### src/rtl/istk_pkg.sv
package istk_pkg;

  typedef enum logic [1:0] {
    GK_16 = 2'd0,
    GK_32 = 2'd1,
    GK_64 = 2'd2
  } gate_kind_e;

  typedef enum logic [1:0] {
    FLT_NONE  = 2'd0,
    FLT_TSS   = 2'd1,
    FLT_STACK = 2'd2
  } fault_e;

  typedef enum logic [2:0] {
    S_IDLE,
    S_LIMIT,
    S_REQ,
    S_WAIT,
    S_EVAL,
    S_DESC
  } state_e;

  // Byte offset of the stack slot for a privilege level.
  function automatic logic [15:0] slot_offset(gate_kind_e kind, logic [1:0] dpl,
                                              int ofs16, int ofs32, int ofs64);
    logic [15:0] o;
    case (kind)
      GK_16:   o = 16'(ofs16) + {12'd0, dpl, 2'b00};
      GK_32:   o = 16'(ofs32) + {11'd0, dpl, 3'b000};
      default: o = 16'(ofs64) + {11'd0, dpl, 3'b000};
    endcase
    return o;
  endfunction

  // Number of bytes occupied by the slot.
  function automatic logic [3:0] slot_bytes(gate_kind_e kind);
    case (kind)
      GK_16:   return 4'd4;
      GK_32:   return 4'd6;
      default: return 4'd8;
    endcase
  endfunction

endpackage

### src/rtl/istk_slot_calc.sv
module istk_slot_calc
  import istk_pkg::*;
#(
  parameter int AW    = 32,
  parameter int LW    = 32,
  parameter int OFS16 = 2,
  parameter int OFS32 = 4,
  parameter int OFS64 = 4
) (
  input  gate_kind_e    kind,
  input  logic [1:0]    dpl,
  input  logic [AW-1:0] base,
  input  logic [LW-1:0] limit,
  output logic [AW-1:0] addr,
  output logic [3:0]    nbytes,
  output logic          over
);
  localparam int CW = LW + 16;

  logic [15:0] off;
  logic [15:0] last;

  always_comb begin
    off    = slot_offset(kind, dpl, OFS16, OFS32, OFS64);
    nbytes = slot_bytes(kind);
    last   = off + {12'd0, nbytes} - 16'd1;
    addr   = base + AW'(off);
    over   = CW'(last) > CW'(limit);
  end

endmodule

### src/rtl/istk_unpack.sv
module istk_unpack
  import istk_pkg::*;
(
  input  gate_kind_e  kind,
  input  logic [1:0]  dpl,
  input  logic [63:0] data,
  output logic [63:0] sp,
  output logic [15:0] ss
);
  always_comb begin
    case (kind)
      GK_16: begin
        sp = {48'd0, data[15:0]};
        ss = data[31:16];
      end
      GK_32: begin
        sp = {32'd0, data[31:0]};
        ss = data[47:32];
      end
      default: begin
        sp = data;
        ss = {14'd0, dpl};
      end
    endcase
  end
endmodule

### src/rtl/istk_ss_check.sv
module istk_ss_check
  import istk_pkg::*;
(
  input  logic [15:0] ss,
  input  logic [1:0]  dpl,
  input  logic [1:0]  d_dpl,
  input  logic        d_code,
  input  logic        d_write,
  input  logic        d_present,
  output logic        is_null,
  output fault_e      verdict
);
  logic priv_bad;
  logic type_bad;

  always_comb begin
    is_null  = (ss[15:2] == 14'd0);
    priv_bad = (ss[1:0] != dpl) || (d_dpl != dpl);
    type_bad = d_code || !d_write;
    if (priv_bad)        verdict = FLT_TSS;
    else if (type_bad)   verdict = FLT_TSS;
    else if (!d_present) verdict = FLT_STACK;
    else                 verdict = FLT_NONE;
  end
endmodule

### src/rtl/istk_locator.sv
module istk_locator
  import istk_pkg::*;
#(
  parameter int AW    = 32,
  parameter int LW    = 32,
  parameter int OFS16 = 2,
  parameter int OFS32 = 4,
  parameter int OFS64 = 4
) (
  input  logic          clk,
  input  logic          rst_n,
  input  logic          start,
  input  logic          long_mode,
  input  logic          gate_wide,
  input  logic [1:0]    tgt_dpl,
  input  logic [AW-1:0] tss_base,
  input  logic [LW-1:0] tss_limit,
  input  logic [15:0]   tss_sel,
  output logic          rd_valid,
  input  logic          rd_ready,
  output logic [AW-1:0] rd_addr,
  output logic [3:0]    rd_bytes,
  input  logic          rd_rvalid,
  input  logic [63:0]   rd_rdata,
  output logic          desc_req,
  output logic [15:0]   desc_sel,
  input  logic          desc_vld,
  input  logic [1:0]    desc_dpl,
  input  logic          desc_code,
  input  logic          desc_write,
  input  logic          desc_present,
  output logic          busy,
  output logic          done,
  output logic          fault,
  output logic [1:0]    fault_kind,
  output logic [15:0]   fault_sel,
  output logic [63:0]   new_sp,
  output logic [15:0]   new_ss
);

  state_e        state;
  gate_kind_e    kind_q;
  logic [1:0]    dpl_q;
  logic [AW-1:0] base_q;
  logic [LW-1:0] lim_q;
  logic [15:0]   tsel_q;
  logic [63:0]   sp_q;
  logic [15:0]   ss_q;
  fault_e        fkind_q;

  // Named internal events
  logic          lim_over;
  logic [AW-1:0] slot_addr;
  logic [3:0]    slot_nb;
  logic [63:0]   unpk_sp;
  logic [15:0]   unpk_ss;
  logic          ss_null;
  fault_e        chk_verdict;
  logic          req_fire;
  logic          rsp_take;
  gate_kind_e    start_kind;

  istk_slot_calc #(
    .AW(AW), .LW(LW), .OFS16(OFS16), .OFS32(OFS32), .OFS64(OFS64)
  ) u_slot (
    .kind(kind_q), .dpl(dpl_q), .base(base_q), .limit(lim_q),
    .addr(slot_addr), .nbytes(slot_nb), .over(lim_over)
  );

  istk_unpack u_unpack (
    .kind(kind_q), .dpl(dpl_q), .data(rd_rdata),
    .sp(unpk_sp), .ss(unpk_ss)
  );

  istk_ss_check u_check (
    .ss(ss_q), .dpl(dpl_q), .d_dpl(desc_dpl), .d_code(desc_code),
    .d_write(desc_write), .d_present(desc_present),
    .is_null(ss_null), .verdict(chk_verdict)
  );

  always_comb begin
    if (long_mode)      start_kind = GK_64;
    else if (gate_wide) start_kind = GK_32;
    else                start_kind = GK_16;
  end

  assign rd_valid   = (state == S_REQ);
  assign rd_addr    = slot_addr;
  assign rd_bytes   = slot_nb;
  assign req_fire   = rd_valid && rd_ready;
  assign rsp_take   = (state == S_WAIT) && rd_rvalid;
  assign desc_req   = (state == S_DESC);
  assign desc_sel   = ss_q;
  assign busy       = (state != S_IDLE);
  assign fault_kind = fkind_q;
  assign new_sp     = sp_q;
  assign new_ss     = ss_q;

  always_ff @(posedge clk) begin
    if (!rst_n) begin
      state     <= S_IDLE;
      kind_q    <= GK_16;
      dpl_q     <= 2'd0;
      base_q    <= '0;
      lim_q     <= '0;
      tsel_q    <= 16'd0;
      sp_q      <= 64'd0;
      ss_q      <= 16'd0;
      fkind_q   <= FLT_NONE;
      fault_sel <= 16'd0;
      done      <= 1'b0;
      fault     <= 1'b0;
    end else begin
      done  <= 1'b0;
      fault <= 1'b0;
      case (state)
        S_IDLE: begin
          if (start) begin
            kind_q <= start_kind;
            dpl_q  <= tgt_dpl;
            base_q <= tss_base;
            lim_q  <= tss_limit;
            tsel_q <= tss_sel;
            state  <= S_LIMIT;
          end
        end
        S_LIMIT: begin
          if (lim_over) begin
            fault     <= 1'b1;
            fkind_q   <= FLT_TSS;
            fault_sel <= tsel_q;
            state     <= S_IDLE;
          end else begin
            state <= S_REQ;
          end
        end
        S_REQ: begin
          if (req_fire) state <= S_WAIT;
        end
        S_WAIT: begin
          if (rsp_take) begin
            sp_q  <= unpk_sp;
            ss_q  <= unpk_ss;
            state <= S_EVAL;
          end
        end
        S_EVAL: begin
          if (kind_q == GK_64) begin
            done    <= 1'b1;
            fkind_q <= FLT_NONE;
            state   <= S_IDLE;
          end else if (ss_null) begin
            fault     <= 1'b1;
            fkind_q   <= FLT_TSS;
            fault_sel <= ss_q;
            state     <= S_IDLE;
          end else begin
            state <= S_DESC;
          end
        end
        S_DESC: begin
          if (desc_vld) begin
            if (chk_verdict == FLT_NONE) begin
              done    <= 1'b1;
              fkind_q <= FLT_NONE;
            end else begin
              fault     <= 1'b1;
              fkind_q   <= chk_verdict;
              fault_sel <= ss_q;
            end
            state <= S_IDLE;
          end
        end
        default: state <= S_IDLE;
      endcase
    end
  end

  // Assertions
  AST_NO_READ_PAST_LIMIT: assert property (@(posedge clk) disable iff (!rst_n)
    rd_valid |-> !lim_over);

  AST_REQ_HELD: assert property (@(posedge clk) disable iff (!rst_n)
    (rd_valid && !rd_ready) |=> (rd_valid && $stable(rd_addr) && $stable(rd_bytes)));

  AST_BUSY_ENDS_WITH_RESULT: assert property (@(posedge clk) disable iff (!rst_n)
    $fell(busy) |-> (done || fault));

  AST_LONG_NO_DESC: assert property (@(posedge clk) disable iff (!rst_n)
    desc_req |-> (kind_q != GK_64));

  AST_NULL_NO_DESC: assert property (@(posedge clk) disable iff (!rst_n)
    desc_req |-> !ss_null);

  AST_STACK_AFTER_TYPE: assert property (@(posedge clk) disable iff (!rst_n)
    (fault && fault_kind == FLT_STACK) |->
      (!$past(desc_present) && $past(desc_write) && !$past(desc_code)));

  AST_RESULT_EXCL: assert property (@(posedge clk) disable iff (!rst_n)
    !(done && fault));

  AST_DONE_PULSE: assert property (@(posedge clk) disable iff (!rst_n)
    (done || fault) |=> !(done || fault));

endmodule

### config.mk
export PLATFORM = sky130hd
export DESIGN_NAME = istk_locator
export DESIGN_NICKNAME = d
export VERILOG_FILES = /design/src/rtl/istk_pkg.sv /design/src/rtl/istk_slot_calc.sv /design/src/rtl/istk_unpack.sv /design/src/rtl/istk_ss_check.sv /design/src/rtl/istk_locator.sv
export SDC_FILE = /design/constraint.sdc
export NUM_CORES = 1
export LEC_CHECK = 0
export BUFFER_PORTS_ARGS = -buffer_cell sky130_fd_sc_hd__buf_2
export CAP_MARGIN = 15
export CORE_MARGIN = 5
export CORE_UTILIZATION = 54
export DETAILED_ROUTE_END_ITERATION = 10
export PLACE_DENSITY = 0.92
export SLEW_MARGIN = 20
export SYNTH_ARGS = -nofsm -noshare
export SYNTH_HDL_FRONTEND = slang
export SYNTH_SLANG_ARGS = --single-unit
### constraint.sdc
create_clock -name clk -period 10.3 [get_ports clk]
set_clock_uncertainty 0.05 [all_clocks]
set_input_delay 1.03 -clock clk [delete_from_list [all_inputs] [get_ports clk]]
set_output_delay 1.03 -clock clk [all_outputs]
set_load 0.02 [all_outputs]
# Word-level counts from Yosys, hierarchy flattened
# Index checks and enable logic that the tools add are counted.
[totals]
elab_cells = 91
input_bits = 159
output_inout_bits = 155
regBits = 187
[op_classes]
n_reduce_logical = 16
n_lt_le_gt_ge = 1
muxes = 39
n_eq_ne = 18
add_sub_neg = 5
[ops]
columns = ["operator", "n"]
rows = [
  ["$pmux 64 s2", 1],
  ["$mux 16", 6],
  ["$pmux 16 s3", 1],
  ["$add 32x16->32", 1],
  ["$gt 16x32->1", 1],
  ["$pmux 16 s2", 1],
  ["$mux 2", 10],
  ["$mux 3", 6],
  ["$pmux 3 s6", 1],
  ["$add 16x4->16", 1],
  ["$sub 16x1->16 const B", 1],
  ["$logic_not 14->1", 1],
  ["$ne 2x2->1 const B", 6],
  ["$mux 1", 9],
  ["$pmux 4 s2", 1],
  ["$reduce_and 4->1", 2],
  ["$add 3x5->6 const A", 1],
  ["$eq 3x2->1 const B", 2],
  ["$eq 3x3->1 const B", 2],
  ["$pmux 2 s3", 1],
  ["$reduce_and 6->1", 1],
  ["$reduce_bool 3->1", 2],
  ["$add 2x4->5 const A", 1],
  ["$logic_not 2->1", 2],
  ["13 further kinds", 18],
]

# Depth between registers and ports, before layout
[depth]
ltp_word = 8
mapped_depth = 25
mapped_depth_nobuf = 20

# Hierarchy
# From an unflattened synthesis, not the netlist that was laid out.
[hier_totals]
cells_unflattened = 1181
area_unflattened_um2 = 9181.3
[by_module_without_submodules]
columns = ["module", "area_per_inst_um2", "cells_each", "seq_area_each_um2", "n_inst"]
rows = [
  ["istk_locator", 7023.0, 875, 3743.6, 1],
  ["istk_slot_calc", 1331.3, 186, 0.0, 1],
  ["istk_unpack", 729.4, 107, 0.0, 1],
  ["istk_ss_check", 97.6, 13, 0.0, 1],
]

# Worst setup path before layout
# OpenSTA, ideal clock, no wires.
[synth_path]
kind = "reg2reg"
from = "reg kind_q[0]"
to = "reg fault_sel[0]"
arrival_time_ns = 4.574
period_less_slack_ns = 4.740
required_time_ns = 10.134
setup_ns = 0.116
path_slack_ns = 5.560
path_buffers = 4
stages_incl_launch_ff = 25
path_cell_list = "dfxtp_1 > buf_1 > nor2_1 > inv_1 > clkbuf_1 > ha_1 > clkbuf_1 > inv_1 > xnor2_1 > ha_1 > inv_1 > nor2_1 > o21a_1 > nor2_1 > ha_1 > inv_1 > ha_1 > and2_1 > o2111ai_1 > nor4_1 > or4_4 > a31oi_4 > buf_2 > o22ai_1 > o211a_1"
[synth_via]
elab_chain_len = 7
elab_cells_between_ends = 11
cone_classes = "2 x add/sub; 1 x order compare; 4 x eq/ne; 2 x mux; 2 x reduce/logical"
[synth_lines]
columns = ["item", "line_no", "rtl"]
rows = [
  ["start: declaration", "istk_locator.sv:42", "gate_kind_e kind_q;"],
  ["start signal: assignment", "istk_locator.sv:119", "kind_q <= start_kind;"],
  ["$eq 2x1->1 or $logic_not 2->1 (tied branches)", "istk_pkg.sv:38", "case (kind)"],
  ["$pmux 4 s2 *", "istk_pkg.sv:38", ""],
  ["via rd_bytes[2]", "istk_locator.sv:22", "output logic [3:0] rd_bytes,"],
  ["$add 16x4->16 *", "istk_slot_calc.sv:26", "last = off + {12'd0, nbytes} - 16'd1;"],
  ["$sub 16x1->16 *", "istk_slot_calc.sv:26", ""],
  ["$gt 16x32->1 *", "istk_slot_calc.sv:28", "over = CW'(last) > CW'(limit);"],
  ["$ne 2x2->1 (no source line) *", "n/a", ""],
  ["$reduce_and 6->1 (no source line) *", "n/a", ""],
  ["end signal: assignment", "istk_locator.sv:131", "fault_sel <= tsel_q;"],
  ["end signal: assignment", "istk_locator.sv:155", "fault_sel <= ss_q;"],
  ["end signal: assignment", "istk_locator.sv:169", "fault_sel <= ss_q;"],
  ["end: declaration", "istk_locator.sv:36", "output logic [15:0] fault_sel,"],
]
# Mark *: on every way through the listed nets, which the timed path passes. The rest lies on a longest branch.
# A chain may end at the register's enable or synchronous reset.

# Worst setup path in the final report
[layout_path]
from = "reg kind_q[0]"
to = "out rd_addr[31]"
[layout_via]
elab_chain_len = 3
[layout_lines]
columns = ["item", "line_no", "rtl"]
rows = [
  ["$logic_not 2->1", "istk_pkg.sv:28", "case (kind)"],
  ["$mux 16", "n/a", ""],
  ["$add 32x16->32", "istk_slot_calc.sv:27", "addr = base + AW'(off);"],
  ["end: declaration", "istk_locator.sv:21", "output logic [AW-1:0] rd_addr,"],
]
# Every way passes these cells.

==> summary.md <==
## Critical path
• setup slack of the worst register-to-register path: 4.59 ns
• capturing element type of the critical path: output port
• element type at the critical path start: flop
• largest fanout on the critical path: 22
• crit path kind: flop to output port
• cell count of the worst reg-to-reg path: 19
• Required @ worst endpoint: 9.22 ns
• arrival time at the worst endpoint: 4.92 ns
• endpoint of the worst-slack reg-to-reg timing path: fault_sel[13]
• reg-to-reg startpoint: kind_q[0]

## Cells and area
• final-layout fill cell count: 1309
• number of nets at the end of the flow: 1530
• final core area utilization: 67.36%
• Final Instance Area: 11090 um^2
• fraction of layout instances using a drive strength above 1: 27.73%
• P&R area growth vs syn: 23.43%

## Floorplanning
• die area: 19320 um^2
• Site Rows: 47
• floorplan die height: 139 um
• Top-Level Pins: 314
• starting density of the core: 54.57%
• die extent in x: 139 um
• area of the core region: 16470 um^2

## Synth
• main flop type after synthesis: sky130_fd_sc_hd__dfxtp_1
• post-synthesis instance area: 8986 um^2
• fraction of post-synthesis cell area in the top cell type by area: 41.66%
• synth warn: 0
• flops & latches, synth: 187
• sequential-to-total area share from yosys stat: 41.66%
• mean instance size in the synthesized netlist: 8.132 um^2
• fraction of synthesis flops using an asynchronous set or reset pin: 0%
• distinct cell type count after synthesis: 55
• Synth Instances: 1105
• most numerous cell in the Yosys netlist: sky130_fd_sc_hd__nand2_1
• largest area contributor in the netlist: sky130_fd_sc_hd__dfxtp_1
• number of enable flip-flop cells after synthesis: 0
• synth top area cells: sky130_fd_sc_hd__dfxtp_1 (42%), sky130_fd_sc_hd__a21boi_0 (13%), sky130_fd_sc_hd__nand2_1 (11%)
• Synth top cells by count: sky130_fd_sc_hd__nand2_1 (274), sky130_fd_sc_hd__dfxtp_1 (187), sky130_fd_sc_hd__a21boi_0 (150)

## Min path
• path type of the worst min-delay path: flop to flop
• sink of the worst hold path: new_sp[3]
• hold path startpoint: new_sp[3]
• hold-critical path depth: 2

## Pwr
• leak pwr: 5.069 nW
• worst vdd rail ir drop: 0.1149 mV
• Total Power Consumption: 0.001877 W
• power density cells: 169.2 nW/um^2

## Placed design
• final weighted congestion of routability-driven global placement: 0.9154
• Final HPWL DP: 19.22 mm
• count of input and output buffers: 312
• worst-case setup slack after placement: 4.584 ns
• placed instance area: 10450 um^2

## Timing
• number of max-slew violations in the final report: 0
• Max transition margin: 32.88%
• peak clock frequency supported by timing: 166.7 MHz
• Final Hold Vio Count: 0
• setup violation total in the final timing report: 0
• unrepaired setup endpoints after global routing: no
• final setup margin: 4.301 ns
• transition at the pin with the smallest max-transition slack: 1.005 ns
• minimum clock period after layout: 5.999 ns
• sum of negative setup slack: 0 ns
• post-route clock period utilization: 58.24%

## CTS
• H-tree level count: 4
• CTS root buf: sky130_fd_sc_hd__clkbuf_16
• clock slew at reported path FFs: 0.07 ns
• insertion delay to the later sink of the worst-skew pair: 0.44 ns
• clock tree from TritonCTS: built
• # Post-CTS Setup Buffers: 0
• clock sink count: 187
• hold buffers post-CTS: 0
• maximum buffer depth of the clock tree: 2
• number of CTS-inserted buffers: 17
• quantity of gates resized following cts: 0

## Global routing
• gr usage total: 26.54%
• vias in the first global route: 8510
• antenna violations before repair: 2
• Remaining Overflow, GRT: 0
• maximum number of pins on one net before global-route repair: 107
• global-route wire length before repair: 42.60 mm

## Routing
• number of DRC markers in iteration 0: 643
• wire length per cell: 16.78 um
• post-route ant nets: 0
• Via-to-Cell Ratio: 5.483
• total DRC errors in the routed layout: 0
• number of iterations in the first detailed-routing pass: 5
• detailed-route wire length: 26.58 mm
• number of vias after detailed routing: 8685

## Outcome
• status: complete, no violations

## Run
• maximum capacitance violations: 0

-- final cells by class --
class	instances	area, um^2	share of cell area (%)
Sequential cell	187	3744	33.75
Tap cell	220	275.3	2.482
Antenna cell	1	2.502	0.02256
Multi-Input combinational cell	793	4690	42.28
Clock buffer	18	429.2	3.869
Clock inverter	14	207.7	1.873
Timing Repair Buffer	321	1632	14.71
Inverter	30	112.6	1.015
-- registers in the layout, indices dropped and copies added, names as in the netlist --
| name | count |
|---|---|
| new_sp | 64 |
| base_q | 32 |
| lim_q | 32 |
| desc_sel | 16 |
| fault_sel | 16 |
| tsel_q | 16 |
| state | 3 |
| dpl_q | 2 |
| fault_kind | 2 |
| kind_q | 2 |
| done | 1 |
| fault | 1 |
-- logic make-up (layout without fill, tap and decap cells) --
group	after synthesis	after routing	share of synthesized area [%]
mux	20	20	2.409
xor+xnor	32	32	3.119
buf+inv	126	383	6.377
fa+ha+maj	22	22	3.202
other cells	2	4	0.08357
compound gates	235	235	19.66
flops	187	187	41.66
simple gates	481	481	23.49
-- power by group --
| group | switching [W] | total, W | leakage (nW) | internal, W |
|---|---|---|---|---|
| sequential | 0.0000370 | 0.000799 | 1.52 | 0.000762 |
| combinational | 0.000219 | 0.000362 | 3.24 | 0.000143 |
| clock | 0.000302 | 0.000716 | 0.310 | 0.000414 |
| total | 0.000558 | 0.00188 | 5.07 | 0.00132 |
-- worst max-delay path: stages, from the launching register on --
cell and delay (ns):
sky130_fd_sc_hd__dfxtp_1 0.98, sky130_fd_sc_hd__nor2_1 0.12, sky130_fd_sc_hd__inv_1 0.57, sky130_fd_sc_hd__mux2i_1 0.41, sky130_fd_sc_hd__inv_1 0.08, sky130_fd_sc_hd__ha_1 0.33, sky130_fd_sc_hd__nor2b_1 0.15, sky130_fd_sc_hd__o21a_1 0.13
sky130_fd_sc_hd__o21ai_0 0.21, sky130_fd_sc_hd__nor4_1 0.87, sky130_fd_sc_hd__nand3_1 0.25, sky130_fd_sc_hd__xnor2_1 0.19, sky130_fd_sc_hd__buf_2 0.18
-- layout by cell type, fill, tap and decap left out, types with 7 or more instances in the layout --
cell type                     n
sky130_fd_sc_hd__nand3_1     68
sky130_fd_sc_hd__xnor2_1     24
sky130_fd_sc_hd__a22oi_1     14
sky130_fd_sc_hd__nor2b_1     20
sky130_fd_sc_hd__mux2_2      13
sky130_fd_sc_hd__a21boi_0   150
sky130_fd_sc_hd__dfxtp_1    187
sky130_fd_sc_hd__nor3_1      12
sky130_fd_sc_hd__mux2i_1      7
sky130_fd_sc_hd__ha_1        19
sky130_fd_sc_hd__buf_2      311
sky130_fd_sc_hd__a21oi_1     10
sky130_fd_sc_hd__buf_4       10
sky130_fd_sc_hd__o211a_1     16
sky130_fd_sc_hd__clkbuf_16   17
sky130_fd_sc_hd__nor4_1       7
sky130_fd_sc_hd__o21ai_0     10
sky130_fd_sc_hd__nand2b_1     9
sky130_fd_sc_hd__nor2_1      55
sky130_fd_sc_hd__o22ai_1     17
sky130_fd_sc_hd__inv_1       30
sky130_fd_sc_hd__nand2_1    273
sky130_fd_sc_hd__and3_1      13
sky130_fd_sc_hd__xor2_1       8
-- worst max path at each step --
| stage | slack (ns) | end | depth (start not counted) | startpoint |
|---|---|---|---|---|
| final | 4.30 | rd_addr[31] | 12 | kind_q[0] |
| after global placement | 4.78 | fault_sel[8] | 19 | kind_q[0] |
| after CTS | 4.25 | rd_addr[27] | 12 | kind_q[0] |
| after floorplan | 5.56 | fault_sel[0] | 24 | kind_q[0] |
| after detailed placement | 4.58 | fault_sel[13] | 19 | kind_q[0] |
| after global routing | 3.92 | rd_addr[29] | 12 | kind_q[0] |
-- per-layer routing --
layer / GRT usage [%] / routed length [um] / vias to the layer above
met5: 0 / 11 / -
met4: 11.95 / 997 / 2
met3: 7.690 / 2210 / 80
met2: 44.46 / 13040 / 369
met1: 31.58 / 10330 / 4048
li1: - / - / 4186
-- metrics by stage --
stage | instances | hold slack (ns)
floorplan | 1106 | 0.3879
global placement | 1551 | 0.3967
detailed placement | 1551 | 0.4048
CTS | 1583 | 0.4150
global route | 1584 | 0.4383
finish | 1584 | 0.4147
(Power assumes the default switching activity.)
